## config.mk

```make
export PLATFORM = sky130hd
export DESIGN_NAME = wiper_cmd_exec
export DESIGN_NICKNAME = d
export VERILOG_FILES = /design/src/rtl/wcx_pkg.sv /design/src/rtl/wcx_decode.sv /design/src/rtl/wcx_step_alu.sv /design/src/rtl/wiper_cmd_exec.sv
export SDC_FILE = /design/constraint.sdc
export NUM_CORES = 1
export LEC_CHECK = 0
export BUFFER_PORTS_ARGS = -buffer_cell sky130_fd_sc_hd__buf_2
export CAP_MARGIN = 10
export CELL_PAD_IN_SITES_DETAIL_PLACEMENT = 0
export CELL_PAD_IN_SITES_GLOBAL_PLACEMENT = 1
export CORE_ASPECT_RATIO = 0.7
export CORE_MARGIN = 3
export CORE_UTILIZATION = 41
export CTS_CLUSTER_DIAMETER = 150
export CTS_CLUSTER_SIZE = 28
export DETAILED_ROUTE_END_ITERATION = 7
export PLACE_DENSITY = 0.95
export REMOVE_ABC_BUFFERS = 1
export SYNTH_ARGS = -nofsm -noshare
export SYNTH_HDL_FRONTEND = slang
export SYNTH_SLANG_ARGS = --single-unit
```

## constraint.sdc

```tcl
create_clock -name clk -period 5.5 [get_ports clk]
set_clock_uncertainty 0.15 [all_clocks]
set_input_delay 0.55 -clock clk [delete_from_list [all_inputs] [get_ports clk]]
set_output_delay 0.55 -clock clk [all_outputs]
set_load 0.1 [all_outputs]
```

## src/rtl/wcx_pkg.sv

```systemverilog
package wcx_pkg;

    // Step flavours; the encoding follows command bits {3,1}.
    typedef enum logic [1:0] {
        STP_SHR = 2'b00,
        STP_DEC = 2'b01,
        STP_SHL = 2'b10,
        STP_INC = 2'b11
    } step_e;

    // Coarse operation class of a command.
    typedef enum logic [1:0] {
        OP_NONE = 2'b00,
        OP_LOAD = 2'b01,
        OP_READ = 2'b10,
        OP_STEP = 2'b11
    } op_e;

    localparam logic [3:0] CMD_LOAD = 4'd11;
    localparam logic [3:0] CMD_READ = 4'd10;

endpackage

```

## src/rtl/wcx_decode.sv

```systemverilog
module wcx_decode
    import wcx_pkg::*;
#(
    parameter int                 ADDR_W    = 4,
    parameter logic [ADDR_W-1:0]  CHAN_ADDR = '0
) (
    input  logic [3:0]        cmd,
    input  logic [ADDR_W-1:0] addr,
    output op_e               op,
    output step_e             kind,
    output logic              hit
);

    logic broadcast;

    always_comb begin
        // Step commands have bit 2 set; bit 0 marks the all-channel form.
        broadcast = cmd[2] & cmd[0];
        hit       = broadcast | (addr == CHAN_ADDR);
        kind      = step_e'({cmd[3], cmd[1]});
        if (cmd[2]) begin
            op = OP_STEP;
        end else if (cmd == CMD_LOAD) begin
            op = OP_LOAD;
        end else if (cmd == CMD_READ) begin
            op = OP_READ;
        end else begin
            op = OP_NONE;
        end
    end

endmodule

```

## src/rtl/wcx_step_alu.sv

```systemverilog
module wcx_step_alu
    import wcx_pkg::*;
#(
    parameter int CODE_W   = 10,
    parameter bit SHL_FILL = 1'b1
) (
    input  logic [CODE_W-1:0] code,
    input  step_e             kind,
    output logic [CODE_W-1:0] next_code
);

    localparam logic [CODE_W-1:0] ALL_ONES = {CODE_W{1'b1}};
    localparam logic [CODE_W-1:0] ALL_ZERO = {CODE_W{1'b0}};

    logic fill_bit;

    generate
        if (SHL_FILL) begin : g_fill_one
            assign fill_bit = 1'b1;
        end else begin : g_fill_zero
            assign fill_bit = 1'b0;
        end
    endgenerate

    logic at_top;
    logic at_bot;

    always_comb begin
        at_top    = (code == ALL_ONES);
        at_bot    = (code == ALL_ZERO);
        next_code = code;
        unique case (kind)
            STP_INC: next_code = at_top ? code : code + 1'b1;
            STP_DEC: next_code = at_bot ? code : code - 1'b1;
            STP_SHL: next_code = code[CODE_W-1] ? ALL_ONES
                                                : {code[CODE_W-2:0], fill_bit};
            STP_SHR: next_code = {1'b0, code[CODE_W-1:1]};
            default: next_code = code;
        endcase
    end

endmodule

```

## src/rtl/wiper_cmd_exec.sv

```systemverilog
module wiper_cmd_exec
    import wcx_pkg::*;
#(
    parameter int                CODE_W     = 10,
    parameter int                ADDR_W     = 4,
    parameter int                FRAME_BITS = 24,
    parameter logic [ADDR_W-1:0] CHAN_ADDR  = '0,
    parameter bit                SHL_FILL   = 1'b1,
    localparam int               CNT_W      = $clog2(FRAME_BITS + 1)
) (
    input  logic              clk,
    input  logic              rst_n,
    input  logic              frm_stb,
    input  logic [CNT_W-1:0]  frm_bits,
    input  logic [3:0]        frm_cmd,
    input  logic [ADDR_W-1:0] frm_addr,
    input  logic [CODE_W-1:0] frm_data,
    input  logic              wp_n,
    input  logic              nv_load_vld,
    input  logic [CODE_W-1:0] nv_load_code,
    output logic [CODE_W-1:0] wiper_code,
    output logic [CODE_W-1:0] rdbk_data
);

    localparam logic [CODE_W-1:0] MID_CODE  = CODE_W'(1) << (CODE_W - 1);
    localparam logic [CNT_W-1:0]  FULL_CNT  = CNT_W'(FRAME_BITS);
    localparam logic [CNT_W-1:0]  BARE_CNT  = '0;

    typedef struct packed {
        logic [CODE_W-1:0] wiper;
        logic [CODE_W-1:0] rdbk;
        logic              rep_vld;
        logic              rep_hit;
        step_e             rep_kind;
    } state_t;

    state_t st_q, st_d;

    op_e               dec_op;
    step_e             dec_kind;
    logic              dec_hit;
    step_e             alu_kind;
    logic [CODE_W-1:0] alu_out;

    logic full_frame;
    logic bare_frame;
    logic do_step;
    logic do_load;
    logic do_read;

    wcx_decode #(
        .ADDR_W    (ADDR_W),
        .CHAN_ADDR (CHAN_ADDR)
    ) u_decode (
        .cmd  (frm_cmd),
        .addr (frm_addr),
        .op   (dec_op),
        .kind (dec_kind),
        .hit  (dec_hit)
    );

    wcx_step_alu #(
        .CODE_W   (CODE_W),
        .SHL_FILL (SHL_FILL)
    ) u_alu (
        .code      (st_q.wiper),
        .kind      (alu_kind),
        .next_code (alu_out)
    );

    always_comb begin
        st_d       = st_q;
        full_frame = frm_stb && (frm_bits == FULL_CNT);
        bare_frame = frm_stb && (frm_bits == BARE_CNT);

        // A live step takes its flavour from the frame, a replay from memory.
        alu_kind = full_frame ? dec_kind : st_q.rep_kind;

        do_step = (full_frame && dec_op == OP_STEP && dec_hit)
               || (bare_frame && st_q.rep_vld && st_q.rep_hit);
        do_load = full_frame && dec_op == OP_LOAD && dec_hit;
        do_read = full_frame && dec_op == OP_READ && dec_hit;

        // Remember or forget the step used by later bare strobes.
        if (full_frame) begin
            if (dec_op == OP_STEP) begin
                st_d.rep_vld  = 1'b1;
                st_d.rep_hit  = dec_hit;
                st_d.rep_kind = dec_kind;
            end else begin
                st_d.rep_vld  = 1'b0;
            end
        end

        // Readback samples the wiper before any change this cycle.
        if (do_read) begin
            st_d.rdbk = st_q.wiper;
        end

        // Restore outranks protection and any frame.
        if (nv_load_vld) begin
            st_d.wiper = nv_load_code;
        end else if (wp_n) begin
            if (do_load) begin
                st_d.wiper = frm_data;
            end else if (do_step) begin
                st_d.wiper = alu_out;
            end
        end
    end

    always_ff @(posedge clk or negedge rst_n) begin
        if (!rst_n) begin
            st_q.wiper    <= MID_CODE;
            st_q.rdbk     <= '0;
            st_q.rep_vld  <= 1'b0;
            st_q.rep_hit  <= 1'b0;
            st_q.rep_kind <= STP_SHR;
        end else begin
            st_q <= st_d;
        end
    end

    assign wiper_code = st_q.wiper;
    assign rdbk_data  = st_q.rdbk;

endmodule

```

* After elaboration in Yosys (flattened, before gate mapping)
Cells that the tools add are included.
Storage, ports and cells: output and inout bits 20, register bits 24
Operators by class: muxes and demuxes 13, add/sub/neg operators 2, equal/unequal tests 12, reduce and logical (&&, ||, !) cells 19, bitwise operators 2
Operator list (number):
- 10-bit two-way mux | 7
- 10-bit one-hot mux with 4 select lines | 1
- 10-bit by 1-bit adder with 10-bit output, second input constant | 1
- 10-bit == test, second input constant | 1
- 1-bit logical AND | 10
- 10-bit logical NOT | 1
- 10-bit by 1-bit subtractor with 10-bit output, second input constant | 1
- 2-bit == test, second input constant | 4
- 4-bit == test, second input constant | 2
- 2-bit two-way mux | 4
- 4-bit inequality test, second input constant | 2
- 5-bit == test, second input constant | 1
- 5-bit logical NOT | 1
- 2-bit by 1-bit == test with 1-bit output, second input constant | 2
- 4-bit logical NOT | 1
- 4-bit AND reduction | 1
- 3-bit nonzero test | 1
- 2-bit logical NOT | 1
- 2-bit AND reduction | 1
- 2-bit nonzero test | 1
- 1-bit bitwise AND | 1
- 1-bit logical OR | 1
- 1-bit two-way mux | 1
- 1-bit OR | 1

* Longest topological paths before layout
word-level depth 12, depth in mapped cells 13, mapped depth without buffers 12

* Cells and area by module
A second synthesis with hierarchy kept.
Second synthesis, totals: cells, all modules 271, area, all modules 2349.8 um^2
Modules (own cells, without submodules):
- wiper_cmd_exec | cells each 129, instances 1, area an instance 1416.4 um^2
- wcx_step_alu | cells each 135, instances 1, area an instance 878.3 um^2
- wcx_decode | cells each 7, instances 1, area an instance 55.1 um^2

* Worst setup path after synthesis
OpenSTA, ideal clock, no wires.
path kind input -> register, start input port frm_bits[2], end register st_q, in the netlist wiper_code[6], required time 5246 ps, data arrival time 3054 ps, slack 2192 ps, stages 13, buffers on the path 1, path through or4b_4 -> buf_6 -> nor4b_4 -> nor2_4 -> xnor2_1 -> ha_1 -> nand3_1 -> nor2_1 -> o31ai_1 -> o21ai_0 -> xnor2_1 -> o221ai_1 -> a221oi_1
On the way: cells in the longest elaborated chain, start to end 9, elaborated cells on any way between the ends 25, classes of those cells 6 x eq/ne; 6 x mux; 13 x reduce/logical
Ends and longest elaborated chain:
- start: declaration | RTL line wiper_cmd_exec.sv:14 | input logic [CNT_W-1:0] frm_bits,
- 5-bit == test | RTL line wiper_cmd_exec.sv:73 | full_frame = frm_stb && (frm_bits == FULL_CNT);
- 1-bit logical AND | RTL line wiper_cmd_exec.sv:73
- 2-bit two-way mux | RTL line wiper_cmd_exec.sv:77 | alu_kind = full_frame ? dec_kind : st_q.rep_kind;
- 2-bit == test (tied with other cells) | RTL line wcx_step_alu.sv:32 | unique case (kind)
- 10-bit one-hot mux with 4 select lines | RTL line wcx_step_alu.sv:32
- 10-bit two-way mux | RTL line wiper_cmd_exec.sv:106 | end else if (do_step) begin
- 10-bit two-way mux | RTL line wiper_cmd_exec.sv:104 | if (do_load) begin
- 10-bit two-way mux | RTL line wiper_cmd_exec.sv:103 | end else if (wp_n) begin
- 10-bit two-way mux | RTL line wiper_cmd_exec.sv:101 | if (nv_load_vld) begin
- end signal: assignment | RTL line wiper_cmd_exec.sv:120 | st_q <= st_d;
- end: declaration | RTL line wiper_cmd_exec.sv:37 | state_t st_q, st_d;
Parallel ways exist; a longest one is shown, timed or not. The select of a mux whose other input is x is not followed. A chain may end at the register's enable or synchronous reset.

* Worst setup path in the final report
Ends and elaborated chain as after synthesis.

==> summary.md <==
| Metric | Value |
|---|---|
| Status | `finished, final reports clean` |
| Post-synth EDFFs | `0` |
| Actual transition at the worst max-transition pin | `0.897 ns` |
| Via density | `approximately 6.0` |
| Worst Reg-to-Reg Cells | `12` |
| Tot GR Track Use | `0.203` |
| Final setup margin | `2.14 ns` |
| Register area share after synthesis | `0.288` |
| TritonCTS Buffers | `3` |
| Max-cap violations | `0` |
| CP Capture Point | `wiper_code[6]` |
| Area of the mapped netlist | `0.00209 sq mm` |
| Final Power | `0.583 mW` |
| Critical R2R Launch | `st_q[1]` |
| CP required | `5.53 ns` |
| Crit path DAT | `3.39 ns` |
| Crit path launch | `frm_bits[2]` |
| Initial Util | `0.430` |
| Root Buffer | `clkbuf_8` |
| CTS tree | `yes` |
| Post-synth ARST share | `1.00` |
| CTS sink count | `24` |
| Most common cell after layout, fill and taps aside | `buf_2` |
| Critical path's slowest cell | `or4b_4` |
| Vias in the first global route | `1921` |
| Detail Route Antenna Nets | `0` |
| Syn Area/Cell | `between 8 and 9 sq um` |
| H-tree depth | `1` |
| Nets | `321` |
| Drt total wl | `5890 um` |
| GPL Wtd Cong | `0.950` |
| PwrDens | `251 mW/mm^2` |
| F_max | `slightly below 300 MHz` |
| Core area | `just under 0.005 sq mm` |
| Avg WL per Cell | `16.8 um` |
| Die width | `slightly above 90 um` |
| CP most frequent cell | `xnor2_1` |
| Final slew viol count | `0` |
| RSZ-0062 raised after global routing | `no` |
| Initial antenna violation count | `0` |
| Critical Path End Type | `register` |
| Clk_lat worst skew | `between 0.2 and 0.3 ns` |
| Synth Warn # | `0` |
| Slew margin rel. | `0.400` |
| Levels on crit path | `13` |
| DP HPWL | `4380 um` |
| Synth unique cells | `55` |
| Critical Path, Cell by Cell | `buf_2 -> or4b_4 -> nor4b_4 -> nor2_4 -> xnor2_1 -> ha_1 -> nand3_1 -> nor2_1 -> o31ai_1 -> o21ai_0 -> xnor2_1 -> o221ai_1 -> a221oi_1` |
| Clock transition at the registers of the reported paths | `roughly 0.09 ns` |
| Worst reg2reg endpoint | `wiper_code[6]` |
| DRC Markers | `0` |
| Hold_buf cts | `0` |
| GRT Residual Overflow | `0` |
| Global-route wire length before repair | `between 9000 and 10000 um` |
| Die Span Y | `65.8 um` |
| Max incr delay on CP | `a little over 0.6 ns` |
| Ys flop type | `dfrtp_1` |
| Worst hold path class | `in2async` |
| Crit path max fanout | `8` |
| Largest net degree at the start of global routing | `25` |
| Final Hold Fails | `0` |
| # setup viols final | `0` |
| Die ar. | `0.00601 sq mm` |
| Critical path type | `in2reg` |
| Most frequent cells in the layout | `buf_2, nor2_1, nand2_1, dfrtp_1, o21ai_0` |
| Worst path bufs/invs | `1` |
| Mapped Cells | `254` |
| Final period util | `0.611` |
| Clock buffer depth | `2` |
| CP delay by family, top | `simple AND/OR/NAND/NOR gates` |
| Final min period | `between 3 and 4 ns` |
| Worst hold margin | `0.109 ns` |
| CTS resizes | `0` |
| Proportion of layout cells with a drive suffix above 1 | `0.295` |
| Pre-Repair DR Iteration Count | `4` |
| DR vias | `2105` |
| Startpoint types | `input pin` |
| Post-placement setup slack | `~1.8 ns` |
| # port buffers | `57` |
| DRT iter0 DRCs | `326` |
| I/O Pins | `58` |
| N_diodes | `0` |
| Max IR drop VDD | `roughly 0.098 mV` |
| Post-CTS setup repair buffer count | `0` |
| Pleak | `1.07 nW` |
| Setup TNS | `0 ns` |
| Row count | `21` |
| Yosys reg bits | `24` |
| R2R Setup Slk | `2.88 ns` |
| Synth-to-Final Area Change | `10.9%` |
## registers in the layout, indices dropped and copies added, names as in the netlist
| name | cells |
|---|---|
| rdbk_data | 10 |
| wiper_code | 10 |
| st_q | 4 |
## per-layer routing
metal | GRT usage | part of all wire | wire length (um) | up-vias
met5 | 0 | 0 | 0 | -
met4 | 0.0357 | 0.0097 | 57 | 0
met3 | 0.0320 | 0.088 | 520 | 6
met2 | 0.308 | 0.43 | 2530 | 122
met1 | 0.304 | 0.47 | 2780 | 993
li1 | - | - | - | 984
## worst min path at each step
stage,to,slack [ns],depth (start not counted)
3_3_place_gp,rdbk_data[4],0.31,2
6_report,rdbk_data[8],0.11,1
2_1_floorplan,rdbk_data[0],0.10,0
4_1_cts,rdbk_data[8],0.13,1
3_5_place_dp,rdbk_data[5],0.32,2
5_1_grt,wiper_code[8],0.15,1
## worst register-to-register path: stages, from the launching register on
cell and delay (ns):
dfrtp_1 0.42, inv_1 0.13, o211a_4 0.22, nor2_4 0.07, xnor2_1 0.16, ha_1 0.24
nand3_1 0.14, nor2_1 0.06, o31ai_1 0.25, o21ai_0 0.16, xnor2_1 0.15, o221ai_1 0.13
a221oi_1 0.24
## layout make-up
class                   instances  area [sq um]
fillers                       489          2540
well taps                      69          86.3
repair buffers                 57           285
inverters                       6          22.5
clock buffers                   3          41.3
clock inverters                 1          30.0
multi-input cells             190          1250
flip-flops and latches         24           602
## cells in the mapped netlist, types with 3 or more instances
cell	count	share of area
o31ai_1	5	0.018
nand3_1	8	0.019
nand2_1	26	0.047
and3_1	3	0.0090
dfrtp_1	23	0.28
inv_1	6	0.011
buf_4	20	0.072
nor4_1	3	0.0090
nor2_1	27	0.048
mux2_2	11	0.059
nand4_1	4	0.012
o211a_1	3	0.014
a21oi_1	12	0.029
clkbuf_1	9	0.016
nor3_1	8	0.019
a31oi_1	3	0.0090
o211ai_1	4	0.014
o21ai_0	17	0.041
or4_1	3	0.011
xnor2_1	4	0.017
buf_2	4	0.0096
o2111ai_1	3	0.013
a211oi_1	6	0.022
## where the power goes
part           leakage (nW)  switching (mW)  total (mW)  internal, mW
combinational         0.729           0.140       0.205        0.0648
clock                0.0357          0.0643       0.162        0.0976
sequential            0.310          0.0286       0.217         0.188
## stage by stage
step | util | area (sq um) | cells
after CTS | 0.477 | 2320 | 350
after floorplan | - | 1880 | 220
after global placement | 0.463 | 2250 | 346
after global routing | 0.477 | 2320 | 350
final | 0.477 | 2320 | 350
after detailed placement | 0.463 | 2250 | 346
## cells by family after synthesis
kind of cell / after synthesis / synth area share
XOR/XNOR: 5 / 0.0245
AND/OR/NAND/NOR: 96 / 0.242
adder cells (fa/ha/maj): 1 / 0.00598
flip-flops: 24 / 0.288
buffers and inverters: 40 / 0.114
multiplexers: 13 / 0.0688
AO/OA/AOI/OAI: 75 / 0.258
No activity file was read; power rests on OpenSTA's default activity.
